===== src/rtl/spi_eng_pkg.sv =====
`timescale 1ns/1ps
package spi_eng_pkg;
   typedef enum logic [1:0] {M_IDLE, M_LEAD, M_SHIFT, M_TRAIL} mst_e;
   typedef enum logic [1:0] {S_IDLE, S_ACT, S_FIN} slv_e;
   localparam int MIN_FRAME = 4;
endpackage


===== src/rtl/spi_fifo.sv =====
`timescale 1ns/1ps
module spi_fifo #(
   parameter int W     = 16,
   parameter int DEPTH = 4
) (
   input  logic         clk,
   input  logic         rst_n,
   input  logic         push,
   input  logic [W-1:0] din,
   input  logic         pop,
   output logic [W-1:0] dout,
   output logic         full,
   output logic         empty
);
   localparam int AW = (DEPTH > 1) ? $clog2(DEPTH) : 1;
   localparam logic [AW-1:0] LAST = AW'(DEPTH - 1);

   logic [W-1:0]  mem [DEPTH];
   logic [AW-1:0] wp, rp;
   logic [AW:0]   cnt;
   logic          wr, rd;

   assign full  = (cnt == (AW+1)'(DEPTH));
   assign empty = (cnt == '0);
   assign wr    = push & ~full;
   assign rd    = pop & ~empty;
   assign dout  = mem[rp];

   always_ff @(posedge clk) begin
      if (wr) mem[wp] <= din;
   end

   always_ff @(posedge clk or negedge rst_n) begin
      if (!rst_n) begin
         wp  <= '0;
         rp  <= '0;
         cnt <= '0;
      end else begin
         if (wr) wp <= (wp == LAST) ? '0 : wp + 1'b1;
         if (rd) rp <= (rp == LAST) ? '0 : rp + 1'b1;
         case ({wr, rd})
            2'b10:   cnt <= cnt + 1'b1;
            2'b01:   cnt <= cnt - 1'b1;
            default: cnt <= cnt;
         endcase
      end
   end
endmodule


===== src/rtl/spi_master_seq.sv =====
`timescale 1ns/1ps
module spi_master_seq
   import spi_eng_pkg::*;
#(
   parameter int DW    = 16,
   parameter int LEN_W = 4,
   parameter int CS_W  = 3,
   parameter int DIV_W = 8
) (
   input  logic                  clk,
   input  logic                  rst_n,
   input  logic                  run,
   input  logic                  hold,
   input  logic                  tx_avail,
   input  logic [DW-1:0]         tx_word,
   input  logic [LEN_W+CS_W-1:0] tx_cmd,
   input  logic [DIV_W-1:0]      clk_div,
   input  logic                  sdi,
   output logic                  tx_take,
   output logic                  sck,
   output logic                  sdo,
   output logic                  cs_act,
   output logic [CS_W-1:0]       cs_idx,
   output logic                  done,
   output logic [DW-1:0]         rx_word
);
   localparam int LN_W = LEN_W + 1;

   mst_e             st;
   logic [DIV_W-1:0] tmr, half_r, half_c;
   logic [LN_W-1:0]  len_r, bits, req_len;
   logic [DW-1:0]    txsh, rxsh;
   logic             tick;

   always_comb begin
      if (tx_cmd[LEN_W-1:0] < LEN_W'(MIN_FRAME - 1))
         req_len = LN_W'(MIN_FRAME);
      else
         req_len = {1'b0, tx_cmd[LEN_W-1:0]} + LN_W'(1);
      half_c = (clk_div[DIV_W-1:1] == '0) ? DIV_W'(1) : DIV_W'(clk_div[DIV_W-1:1]);
   end

   assign tx_take = (st == M_IDLE) && run && tx_avail;
   assign tick    = (tmr == '0) && !hold;
   assign cs_act  = (st != M_IDLE);
   assign sdo     = txsh[DW-1];
   assign rx_word = rxsh;

   always_ff @(posedge clk or negedge rst_n) begin
      if (!rst_n) begin
         st     <= M_IDLE;
         tmr    <= '0;
         half_r <= DIV_W'(1);
         len_r  <= LN_W'(MIN_FRAME);
         bits   <= '0;
         txsh   <= '0;
         rxsh   <= '0;
         sck    <= 1'b0;
         cs_idx <= '0;
         done   <= 1'b0;
      end else begin
         done <= 1'b0;
         if (!hold && st != M_IDLE && tmr != '0) tmr <= tmr - 1'b1;
         case (st)
            M_IDLE: begin
               if (tx_take) begin
                  st     <= M_LEAD;
                  tmr    <= half_c - 1'b1;
                  half_r <= half_c;
                  len_r  <= req_len;
                  bits   <= '0;
                  txsh   <= tx_word << (DW - int'(req_len));
                  rxsh   <= '0;
                  cs_idx <= tx_cmd[LEN_W+CS_W-1:LEN_W];
               end
            end
            M_LEAD: begin
               if (tick) begin
                  sck  <= 1'b1;
                  rxsh <= {rxsh[DW-2:0], sdi};
                  bits <= bits + 1'b1;
                  tmr  <= half_r - 1'b1;
                  st   <= M_SHIFT;
               end
            end
            M_SHIFT: begin
               if (tick) begin
                  tmr <= half_r - 1'b1;
                  if (sck) begin
                     sck <= 1'b0;
                     if (bits == len_r) st <= M_TRAIL;
                     else               txsh <= txsh << 1;
                  end else begin
                     sck  <= 1'b1;
                     rxsh <= {rxsh[DW-2:0], sdi};
                     bits <= bits + 1'b1;
                  end
               end
            end
            M_TRAIL: begin
               if (tick) begin
                  st   <= M_IDLE;
                  done <= 1'b1;
               end
            end
            default: st <= M_IDLE;
         endcase
      end
   end
endmodule


===== src/rtl/spi_slave_seq.sv =====
`timescale 1ns/1ps
module spi_slave_seq
   import spi_eng_pkg::*;
#(
   parameter int DW    = 16,
   parameter int LEN_W = 4
) (
   input  logic             clk,
   input  logic             rst_n,
   input  logic             run,
   input  logic             hold,
   input  logic             tx_avail,
   input  logic [DW-1:0]    tx_word,
   input  logic [LEN_W-1:0] len_cfg,
   input  logic             sck_i,
   input  logic             ss_n_i,
   input  logic             sdi,
   output logic             tx_take,
   output logic             sdo,
   output logic             done,
   output logic [DW-1:0]    rx_word
);
   localparam int LN_W = LEN_W + 1;

   slv_e            st;
   logic [2:0]      sck_s, ss_s;
   logic [1:0]      sdi_s;
   logic            rise, fall, ss_fall, ss_rise;
   logic [LN_W-1:0] len_c, len_r, bits;
   logic [DW-1:0]   txsh, rxsh;

   always_comb begin
      if (len_cfg < LEN_W'(MIN_FRAME - 1)) len_c = LN_W'(MIN_FRAME);
      else                                 len_c = {1'b0, len_cfg} + LN_W'(1);
   end

   assign rise    = sck_s[1] & ~sck_s[2];
   assign fall    = ~sck_s[1] & sck_s[2];
   assign ss_fall = ~ss_s[1] & ss_s[2];
   assign ss_rise = ss_s[1] & ~ss_s[2];
   assign tx_take = (st == S_IDLE) && run && ss_fall && tx_avail;
   assign sdo     = (st == S_ACT) ? txsh[DW-1] : 1'b0;
   assign rx_word = rxsh;

   always_ff @(posedge clk or negedge rst_n) begin
      if (!rst_n) begin
         sck_s <= '0;
         ss_s  <= '1;
         sdi_s <= '0;
      end else begin
         sck_s <= {sck_s[1:0], sck_i};
         ss_s  <= {ss_s[1:0], ss_n_i};
         sdi_s <= {sdi_s[0], sdi};
      end
   end

   always_ff @(posedge clk or negedge rst_n) begin
      if (!rst_n) begin
         st    <= S_IDLE;
         len_r <= LN_W'(MIN_FRAME);
         bits  <= '0;
         txsh  <= '0;
         rxsh  <= '0;
         done  <= 1'b0;
      end else begin
         done <= 1'b0;
         if (!hold) begin
            case (st)
               S_IDLE: begin
                  if (run && ss_fall) begin
                     st    <= S_ACT;
                     len_r <= len_c;
                     bits  <= '0;
                     rxsh  <= '0;
                     txsh  <= tx_avail ? (tx_word << (DW - int'(len_c))) : '0;
                  end
               end
               S_ACT: begin
                  if (ss_rise) begin
                     st <= S_IDLE;
                  end else if (rise) begin
                     rxsh <= {rxsh[DW-2:0], sdi_s[1]};
                     bits <= bits + 1'b1;
                     if (bits + 1'b1 == len_r) begin
                        done <= 1'b1;
                        st   <= S_FIN;
                     end
                  end else if (fall) begin
                     txsh <= txsh << 1;
                  end
               end
               S_FIN: begin
                  if (ss_rise) st <= S_IDLE;
               end
               default: st <= S_IDLE;
            endcase
         end
      end
   end
endmodule


===== src/rtl/spi_cmd_engine.sv =====
`timescale 1ns/1ps
module spi_cmd_engine #(
   parameter int DW    = 16,
   parameter int NCS   = 8,
   parameter int DEPTH = 4,
   parameter int DIV_W = 8,
   localparam int LEN_W = $clog2(DW),
   localparam int CS_W  = $clog2(NCS),
   localparam int CMD_W = LEN_W + CS_W
) (
   input  logic             clk,
   input  logic             rst_n,
   input  logic             mode_master,
   input  logic             disable_i,
   input  logic [DIV_W-1:0] clk_div,
   input  logic [LEN_W-1:0] slv_size_m1,
   input  logic             tx_push,
   input  logic [DW-1:0]    tx_data,
   input  logic [CMD_W-1:0] tx_cmd,
   output logic             tx_full,
   output logic             tx_empty,
   input  logic             rx_pop,
   output logic [DW-1:0]    rx_data,
   output logic             rx_full,
   output logic             rx_empty,
   output logic             done_flag,
   input  logic             done_clr,
   output logic             ovf_flag,
   input  logic             ovf_clr,
   output logic             sck_o,
   output logic [NCS-1:0]   cs_n_o,
   input  logic             sck_i,
   input  logic             ss_n_i,
   input  logic             sdi,
   output logic             sdo
);
   if (DW < 4) begin : g_bad_dw
      initial $fatal(1, "spi_cmd_engine: DW must be at least 4");
   end
   if (NCS < 2 || DEPTH < 2 || DIV_W < 2) begin : g_bad_cfg
      initial $fatal(1, "spi_cmd_engine: NCS, DEPTH and DIV_W must be at least 2");
   end

   logic [CMD_W+DW-1:0] tx_head;
   logic                tx_pop, m_take, s_take;
   logic                m_run, s_run;
   logic                m_sdo, s_sdo, m_done, s_done, m_cs_act;
   logic [CS_W-1:0]     m_cs_idx;
   logic [DW-1:0]       m_rx, s_rx, rx_word;
   logic                frame_done, rx_push;

   assign m_run  = mode_master & ~disable_i;
   assign s_run  = ~mode_master & ~disable_i;
   assign tx_pop = m_take | s_take;

   spi_fifo #(.W(CMD_W + DW), .DEPTH(DEPTH)) u_txq (
      .clk(clk), .rst_n(rst_n),
      .push(tx_push), .din({tx_cmd, tx_data}),
      .pop(tx_pop), .dout(tx_head),
      .full(tx_full), .empty(tx_empty)
   );

   spi_master_seq #(.DW(DW), .LEN_W(LEN_W), .CS_W(CS_W), .DIV_W(DIV_W)) u_mst (
      .clk(clk), .rst_n(rst_n), .run(m_run), .hold(disable_i),
      .tx_avail(~tx_empty), .tx_word(tx_head[DW-1:0]),
      .tx_cmd(tx_head[CMD_W+DW-1:DW]), .clk_div(clk_div), .sdi(sdi),
      .tx_take(m_take), .sck(sck_o), .sdo(m_sdo), .cs_act(m_cs_act),
      .cs_idx(m_cs_idx), .done(m_done), .rx_word(m_rx)
   );

   spi_slave_seq #(.DW(DW), .LEN_W(LEN_W)) u_slv (
      .clk(clk), .rst_n(rst_n), .run(s_run), .hold(disable_i),
      .tx_avail(~tx_empty), .tx_word(tx_head[DW-1:0]),
      .len_cfg(slv_size_m1), .sck_i(sck_i), .ss_n_i(ss_n_i), .sdi(sdi),
      .tx_take(s_take), .sdo(s_sdo), .done(s_done), .rx_word(s_rx)
   );

   assign sdo        = mode_master ? m_sdo : s_sdo;
   assign frame_done = m_done | s_done;
   assign rx_word    = m_done ? m_rx : s_rx;
   assign rx_push    = frame_done & ~rx_full;

   for (genvar i = 0; i < NCS; i++) begin : g_cs
      assign cs_n_o[i] = ~(m_cs_act && (m_cs_idx == CS_W'(i)));
   end

   spi_fifo #(.W(DW), .DEPTH(DEPTH)) u_rxq (
      .clk(clk), .rst_n(rst_n),
      .push(rx_push), .din(rx_word),
      .pop(rx_pop), .dout(rx_data),
      .full(rx_full), .empty(rx_empty)
   );

   always_ff @(posedge clk or negedge rst_n) begin
      if (!rst_n) begin
         done_flag <= 1'b0;
         ovf_flag  <= 1'b0;
      end else begin
         if (frame_done)    done_flag <= 1'b1;
         else if (done_clr) done_flag <= 1'b0;
         if (frame_done && rx_full) ovf_flag <= 1'b1;
         else if (ovf_clr)          ovf_flag <= 1'b0;
      end
   end
endmodule


===== config.mk =====
export PLATFORM = sky130hd
export DESIGN_NAME = spi_cmd_engine
export DESIGN_NICKNAME = d
export VERILOG_FILES = /design/src/rtl/spi_eng_pkg.sv /design/src/rtl/spi_fifo.sv /design/src/rtl/spi_master_seq.sv /design/src/rtl/spi_slave_seq.sv /design/src/rtl/spi_cmd_engine.sv
export SDC_FILE = /design/constraint.sdc
export NUM_CORES = 1
export LEC_CHECK = 0
export BUFFER_PORTS_ARGS = -buffer_cell sky130_fd_sc_hd__buf_2
export CORE_ASPECT_RATIO = 2
export CORE_UTILIZATION = 63
export CTS_CLUSTER_DIAMETER = 50
export DETAILED_ROUTE_END_ITERATION = 8
export PLACE_DENSITY = 0.82
export SLEW_MARGIN = 10
export SYNTH_ARGS = -nofsm -noshare
export SYNTH_HDL_FRONTEND = slang
export SYNTH_SLANG_ARGS = --single-unit
export TNS_END_PERCENT = 20

===== constraint.sdc =====
create_clock -name clk -period 6.5 [get_ports clk]
set_clock_uncertainty 0.1 [all_clocks]
set_input_delay 1.3 -clock clk [delete_from_list [all_inputs] [get_ports clk]]
set_output_delay 1.3 -clock clk [all_outputs]
set_load 0.01 [all_outputs]

; ---- After elaboration in Yosys (flattened, before gate mapping)
; Memories as Yosys holds them, arrays and structs flattened.
; Index checks and enable logic that the tools add are counted.
[totals]
regBits = 134
mem_bits_rw = 156
in_bits = 46
out_inout_bits = 32
n_memories = 2
[mem_list]
columns = name, words, word_bits, rd, rd_clocked_by_memory_dff, write_ports, line
row1 = u_txq.mem, 4, 23, 1, 0, 1, spi_fifo.sv:18  ; logic [W-1:0] mem [DEPTH];
row2 = u_rxq.mem, 4, 16, 1, 0, 1, spi_fifo.sv:18
[op_classes]
n_addsub = 17
order_cmp = 2
eq_ne = 40
shifts = 2
mux = 77
bitwise = 31
n_reduce_logical = 46
[op_table]
columns = op, n
row1 = $mux 16, 17
row2 = $pmux 16 s2, 3
row3 = $shl 16x32->16, 2
row4 = $pmux 16 s3, 1
row5 = $mux 5, 9
row6 = $mux 2, 15
row7 = $mux 8, 3
row8 = $sub 8x1->8 const B, 3
row9 = $mux 1, 20
row10 = $reduce_and 5->1, 4
row11 = $eq 2x2->1 const B, 9
row12 = $eq 3x3->1 const B, 6
row13 = $logic_and 1x1->1, 18
row14 = $not 1->1, 18
row15 = $ne 2x1->1 const B, 8
row16 = $pmux 8 s2, 1
row17 = $reduce_bool 2->1, 8
row18 = $pmux 5 s3, 1
row19 = $ne 2x2->1 const B, 6
row20 = $pmux 3 s2, 2
row21 = $reduce_and 6->1, 2
row22 = $sub 5x5->6 const A, 2
row23 = $and 1x1->1, 11
row24 = $add 4x1->5 const B, 2
row25 = other kinds (27), 44

; ---- Longest topological paths before layout
[logic_depth]
word_depth = 9
mapped_depth = 17
ltp_nobuf = 13

; ---- Hierarchy
; Synthesis repeated with hierarchy kept, for this count alone.
[hier_totals]
cells_unflattened = 1146
area_unflattened_um2 = 14450.1
[by_module_without_submodules]
columns = mod, instances, cells_each, area_each_um2, seq_area_each_um2
row1 = spi_master_seq, 1, 485, 4127.7, 1604.0
row2 = spi_fifo at u_txq, 1, 161, 3812.4, 2937.8
row3 = spi_slave_seq, 1, 331, 3328.2, 1331.3
row4 = spi_fifo at u_rxq, 1, 125, 2768.9, 2097.0
row5 = spi_cmd_engine, 1, 44, 412.9, 50.0

; ---- Least setup slack after synthesis
; Ideal clock, no wire load.
[synth_timing]
path_kind = input to register
from = in slv_size_m1[0]
to = reg u_slv.txsh[15]
arrival_ns = 3.938
required_ns = 6.263
path_slack_ns = 2.325
stages = 11
path_buffers = 2
path_cell_list = ha_1 nor3_1 nor2_1 inv_2 buf_1 ha_1 xor2_1 clkbuf_1 a21oi_1 a222oi_1 a21oi_1
[synth_via]
elab_chain_len = 7
elab_cells_between_ends = 8
[synth_rtl]
columns = item, line
row1 = start: declaration, spi_cmd_engine.sv:16  ; input logic [LEN_W-1:0] slv_size_m1,
row2 = $add 4x1->5 / $lt 4x2->1 (equally long branches), "spi_slave_seq.sv:34, spi_slave_seq.sv:33"
row3 = $mux 5 *, spi_slave_seq.sv:33  ; if (len_cfg < LEN_W'(MIN_FRAME - 1)) len_c = LN_W'(MIN_FRAME);
row4 = $sub 5x5->6 *, spi_slave_seq.sv:75  ; txsh <= tx_avail ? (tx_word << (DW - int'(len_c))) : '0;
row5 = $shl 16x32->16 *, spi_slave_seq.sv:75
row6 = $mux 16 *, spi_slave_seq.sv:75
row7 = $mux 16 *, spi_slave_seq.sv:70  ; if (run && ss_fall) begin
row8 = $pmux 16 s2 *, spi_slave_seq.sv:68  ; case (st)
row9 = end signal: assignment, spi_slave_seq.sv:75
row10 = end signal: assignment, spi_slave_seq.sv:89  ; txsh <= txsh << 1;
row11 = end: declaration, spi_slave_seq.sv:30  ; logic [DW-1:0] txsh, rxsh;
; Mark *: on every way between the ends. The rest lies on a longest branch, timed or not. The select of a mux whose other input is x is not followed.
; A chain may end at the register's enable or synchronous reset.

; ---- Final worst setup path
[layout_timing]
from = reg u_txq.rp[0]
to = reg u_mst.txsh[9]
[layout_via]
elab_chain_len = 7
elab_cells_between_ends = 8
[layout_rtl]
columns = item, line
row1 = start: declaration, spi_fifo.sv:19  ; logic [AW-1:0] wp, rp;
row2 = start signal: assignment, spi_fifo.sv:40  ; if (rd) rp <= (rp == LAST) ? '0 : rp + 1'b1;
row3 = $mem_v2 4x23 *, --
row4 = $add 4x1->5 / $lt 4x2->1 (equally long branches), "spi_master_seq.sv:39, spi_master_seq.sv:36"
row5 = $mux 5, spi_master_seq.sv:36  ; if (tx_cmd[LEN_W-1:0] < LEN_W'(MIN_FRAME - 1))
row6 = $sub 5x5->6, spi_master_seq.sv:72  ; txsh <= tx_word << (DW - int'(req_len));
row7 = $shl 16x32->16 *, spi_master_seq.sv:72
row8 = $mux 16 *, spi_master_seq.sv:66  ; if (tx_take) begin
row9 = $pmux 16 s2 *, spi_master_seq.sv:64  ; case (st)
row10 = end signal: assignment, spi_master_seq.sv:72
row11 = end signal: assignment, spi_master_seq.sv:92  ; else txsh <= txsh << 1;
row12 = end: declaration, spi_master_seq.sv:32  ; logic [DW-1:0] txsh, rxsh;
; Marks and branches as above.

==> flow_summary.yaml <==
logic_synthesis:
  synth_top_area_share_pct: 33.60
  ys_top_cells_by_area: "edfxtp_1 (34%), dfrtp_1 (23%), mux4_2 (7.3%)"
  synth_edf_count: 156
  synth_cell_types: 70
  yosysSeqAreaShare_pct: 57.52
  yosys.area.top_type: "edfxtp_1"
  synth.most_common_cell: "nand2_1"
  netlist_area_um2: 13940
  syn-num-nets: 1246
  ys.flop_type: "edfxtp_1"
  synth.avg_cell_area_um2: 11.91
  yosysWarnings: 0
  synthTopCellsByCount: "nand2_1 (177), edfxtp_1 (156), dfrtp_1 (127), nor2_1 (79), o21ai_0 (70)"
  ys_async_sr_fraction_pct: 46.02
  synth.ff_latch_count: 289
  netlist_instances: 1171
cts:
  h-tree-depth: 1
  cts.sinks: 289
  cts_buffers: 24
  postCtsSetupBuffers: 0
  worst_skew_pair.late_latency_ns: 0.53
  cts_resized: 0
  clock_path_buffers: 3
  cts-root-buf: "clkbuf_16"
  path_clk_slew_ns: 0.07
  cts_tree: "yes"
  cts_hold_buf: 0
timing:
  setup_tns_ns: 0
  setup_viol: 0
  hold_violations: 0
  maxSlewHeadroom_pct: 26.81
  tightest_slew_ns: 1.098
  period_minus_slack_ns: 4.476
  slew_violations: 0
  rsz0062_at_grt: "false"
  fmax_mhz: 223.4
  period_share_pct: 68.86
setup_path:
  rrSetupSlack_ns: 2.02
  r2r_cells: 10
  critPathLaunchType: "flip-flop"
  worstPathArrival_ns: 4.82
  required_ns: 6.84
  r2r_end: "u_mst.txsh[9]"
  worstPathMaxFanout: 22
  crit_type: "reg2reg"
  reg2reg_from: "u_txq.rp[0]"
  endpoint_kind: "flip-flop"
final_layout:
  antenna_cells: 0
  syn_to_final_growth_pct: 10.37
  final_cell_area_um2: 15390
  final.fill_count: 1456
  drive_above_1_share_pct: 17.93
  regArea_um2: 8020
  nNetsFinal: 1301
  multi_input_area_um2: 5564
detailed_routing:
  vias: 9105
  drtAntennaViolNets: 0
  drt-total-wl_mm: 27.89
  firstDrtPassIters: 7
  routed_via_density: 6.002
  routedWlPerCell_um: 18.38
  drc: 0
  drt_iter0_drc: 459
pwr:
  leakage_nw: 6.111
  power_density_nw_per_um2: 504.3
  p_int_mw: 4.716
  combPwrFrac_pct: 46.1
  sw_frac_of_total_pct: 39.23
  seq_power_share_pct: 34.3
  p_switching_mw: 3.044
  peakVddDrop_mv: 0.5486
  clockPowerShare_pct: 19.6
hold_path:
  hp-class: "reg2reg"
  hp-start: "u_slv.sck_s[0]"
  whs_path_depth: 0
  hold-path-endpoint: "u_slv.sck_s[1]"
job:
  drv_cap: 0
outcome:
  status: "complete, no violations"
place:
  hpwl_mm: 20.21
  io_buffers: 76
  gp_congestion: 0.9095
  postPlaceCellArea_um2: 14550
floorplanning:
  die_h_um: 212.4
  fp.dieW_um: 107.2
  die_area_um2: 22770
  ios: 78
  row_count: 76
  core-area_um2: 21590
  start_util_pct: 64.60
grt:
  grt_overflow: 0
  grt_max_degree: 77
  first_global_vias: 9519
  antenna_found_initial: 0
  grt_usage_pct: 26.11
  grt_pass1_wl_mm: 46.08
==> flip-flops by register name (all words and copies together) (netlist names), 3 cells and up <==
signal,flops
u_txq.cnt,3
u_rxq.mem,64
u_rxq.cnt,3
u_mst.rx_word,16
u_mst.bits,5
u_txq.mem,92
u_slv.txsh,16
u_slv.bits,5
u_mst.cs_idx,3
u_mst.tmr,8
u_slv.ss_s,3
u_mst.txsh,16
u_slv.sck_s,3
u_mst.half_r,7
u_slv.len_r,5
u_slv.rx_word,16
u_mst.len_r,5
==> how the worst max path moves through the flow <==
stage	startpoint	end	slack, ns	cells after the start
6_report	u_txq.rp[0]	u_mst.txsh[9]	2.02	10
5_1_grt	u_txq.rp[0]	u_mst.txsh[14]	1.65	11
4_1_cts	u_txq.rp[0]	u_mst.txsh[9]	1.97	10
3_5_place_dp	slv_size_m1[0]	u_slv.txsh[14]	1.80	11
3_3_place_gp	slv_size_m1[0]	u_slv.txsh[15]	1.87	11
2_1_floorplan	slv_size_m1[0]	u_slv.txsh[15]	2.32	11
==> per-stage QoR <==
| step | total power [mW] | worst slack (ns) | utilization [%] | hold slack [ns] | std cells |
|---|---|---|---|---|---|
| after floorplan | 5.335 | 2.325 | - | 0.2312 | 1171 |
| after global placement | 6.150 | 1.867 | 67.40 | 0.2344 | 1473 |
| after detailed placement | 6.244 | 1.803 | 67.40 | 0.2449 | 1473 |
| after CTS | 7.780 | 1.966 | 71.26 | 0.2603 | 1517 |
| after global routing | 8.275 | 1.648 | 71.30 | 0.2750 | 1517 |
| final | 7.761 | 2.024 | 71.30 | 0.2563 | 1517 |
==> layer usage <==
metal	vias to the layer above	track usage (%)	share of wire, %
met3	77	3.066	3.1
met1	4454	26.34	34
met4	0	14.27	4.9
met2	185	50.70	57
li1	4389	-	-
met5	-	0	0
==> placed cells by master, fill, tap and decap left out, types with 6 or more instances in the layout <==
cell type	Yosys	layout
or3_1	7	7
mux2_2	29	29
xor2_1	20	20
and3_1	10	10
mux4_2	45	45
o21ai_0	70	69
nand2_1	177	177
a22oi_1	9	9
nand2b_1	13	13
buf_4	2	16
o22ai_1	12	12
ha_1	27	27
nor4_1	7	7
o211ai_1	8	8
xnor2_1	21	21
inv_1	29	29
a21oi_1	53	53
a222oi_1	6	6
and2_1	11	11
a211oi_1	6	6
buf_2	5	75
nand3_1	24	24
nor3_1	30	30
edfxtp_1	156	156
nor2b_1	11	10
clkbuf_16	0	25
a221oi_1	6	6
dfrtp_1	127	127
nor2_1	79	79
dfstp_2	6	6
clkbuf_1	50	6
mux2i_1	33	33
a31oi_1	7	7
==> area by class of cell <==
| cell class | instances | share of cell area [%] |
|---|---|---|
| well taps | 273 | 2.220 |
| clock inverters | 12 | 1.122 |
| flip-flops and latches | 289 | 52.11 |
| repair buffers | 92 | 3.293 |
| multi-input cells | 787 | 36.15 |
| inverters | 32 | 0.7967 |
| clock buffers | 32 | 4.301 |
==> power groups by stage <==
stage	combinational, mW	sequential [mW]	clock, mW
floorplan	2.79	2.55	0
global placement	3.48	2.67	0
detailed placement	3.55	2.70	0
CTS	3.57	2.67	1.55
global route	3.95	2.71	1.61
finish	3.57	2.66	1.52
==> cell families after synthesis <==
group	Yosys count	synth area share [%]
multiplexers	107	11.98
XOR/XNOR	41	2.575
adder cells (fa/ha/maj)	29	2.710
AO/OA/AOI/OAI	216	9.620
AND/OR/NAND/NOR	394	12.87
buffers and inverters	95	2.728
flip-flops	289	57.52
==> critical path, cell delays in order, from the launching register on <==
cell and delay, ns:
dfrtp_1 0.66, mux4_2 0.71, ha_1 0.41, nor3_4 0.34, nor2_4 0.11, inv_4 0.20
ha_1 0.68, mux2i_1 0.41, nor2_1 0.06, or4_1 0.47, a211oi_1 0.22
Note: power is estimated with default switching activity, not from simulation.
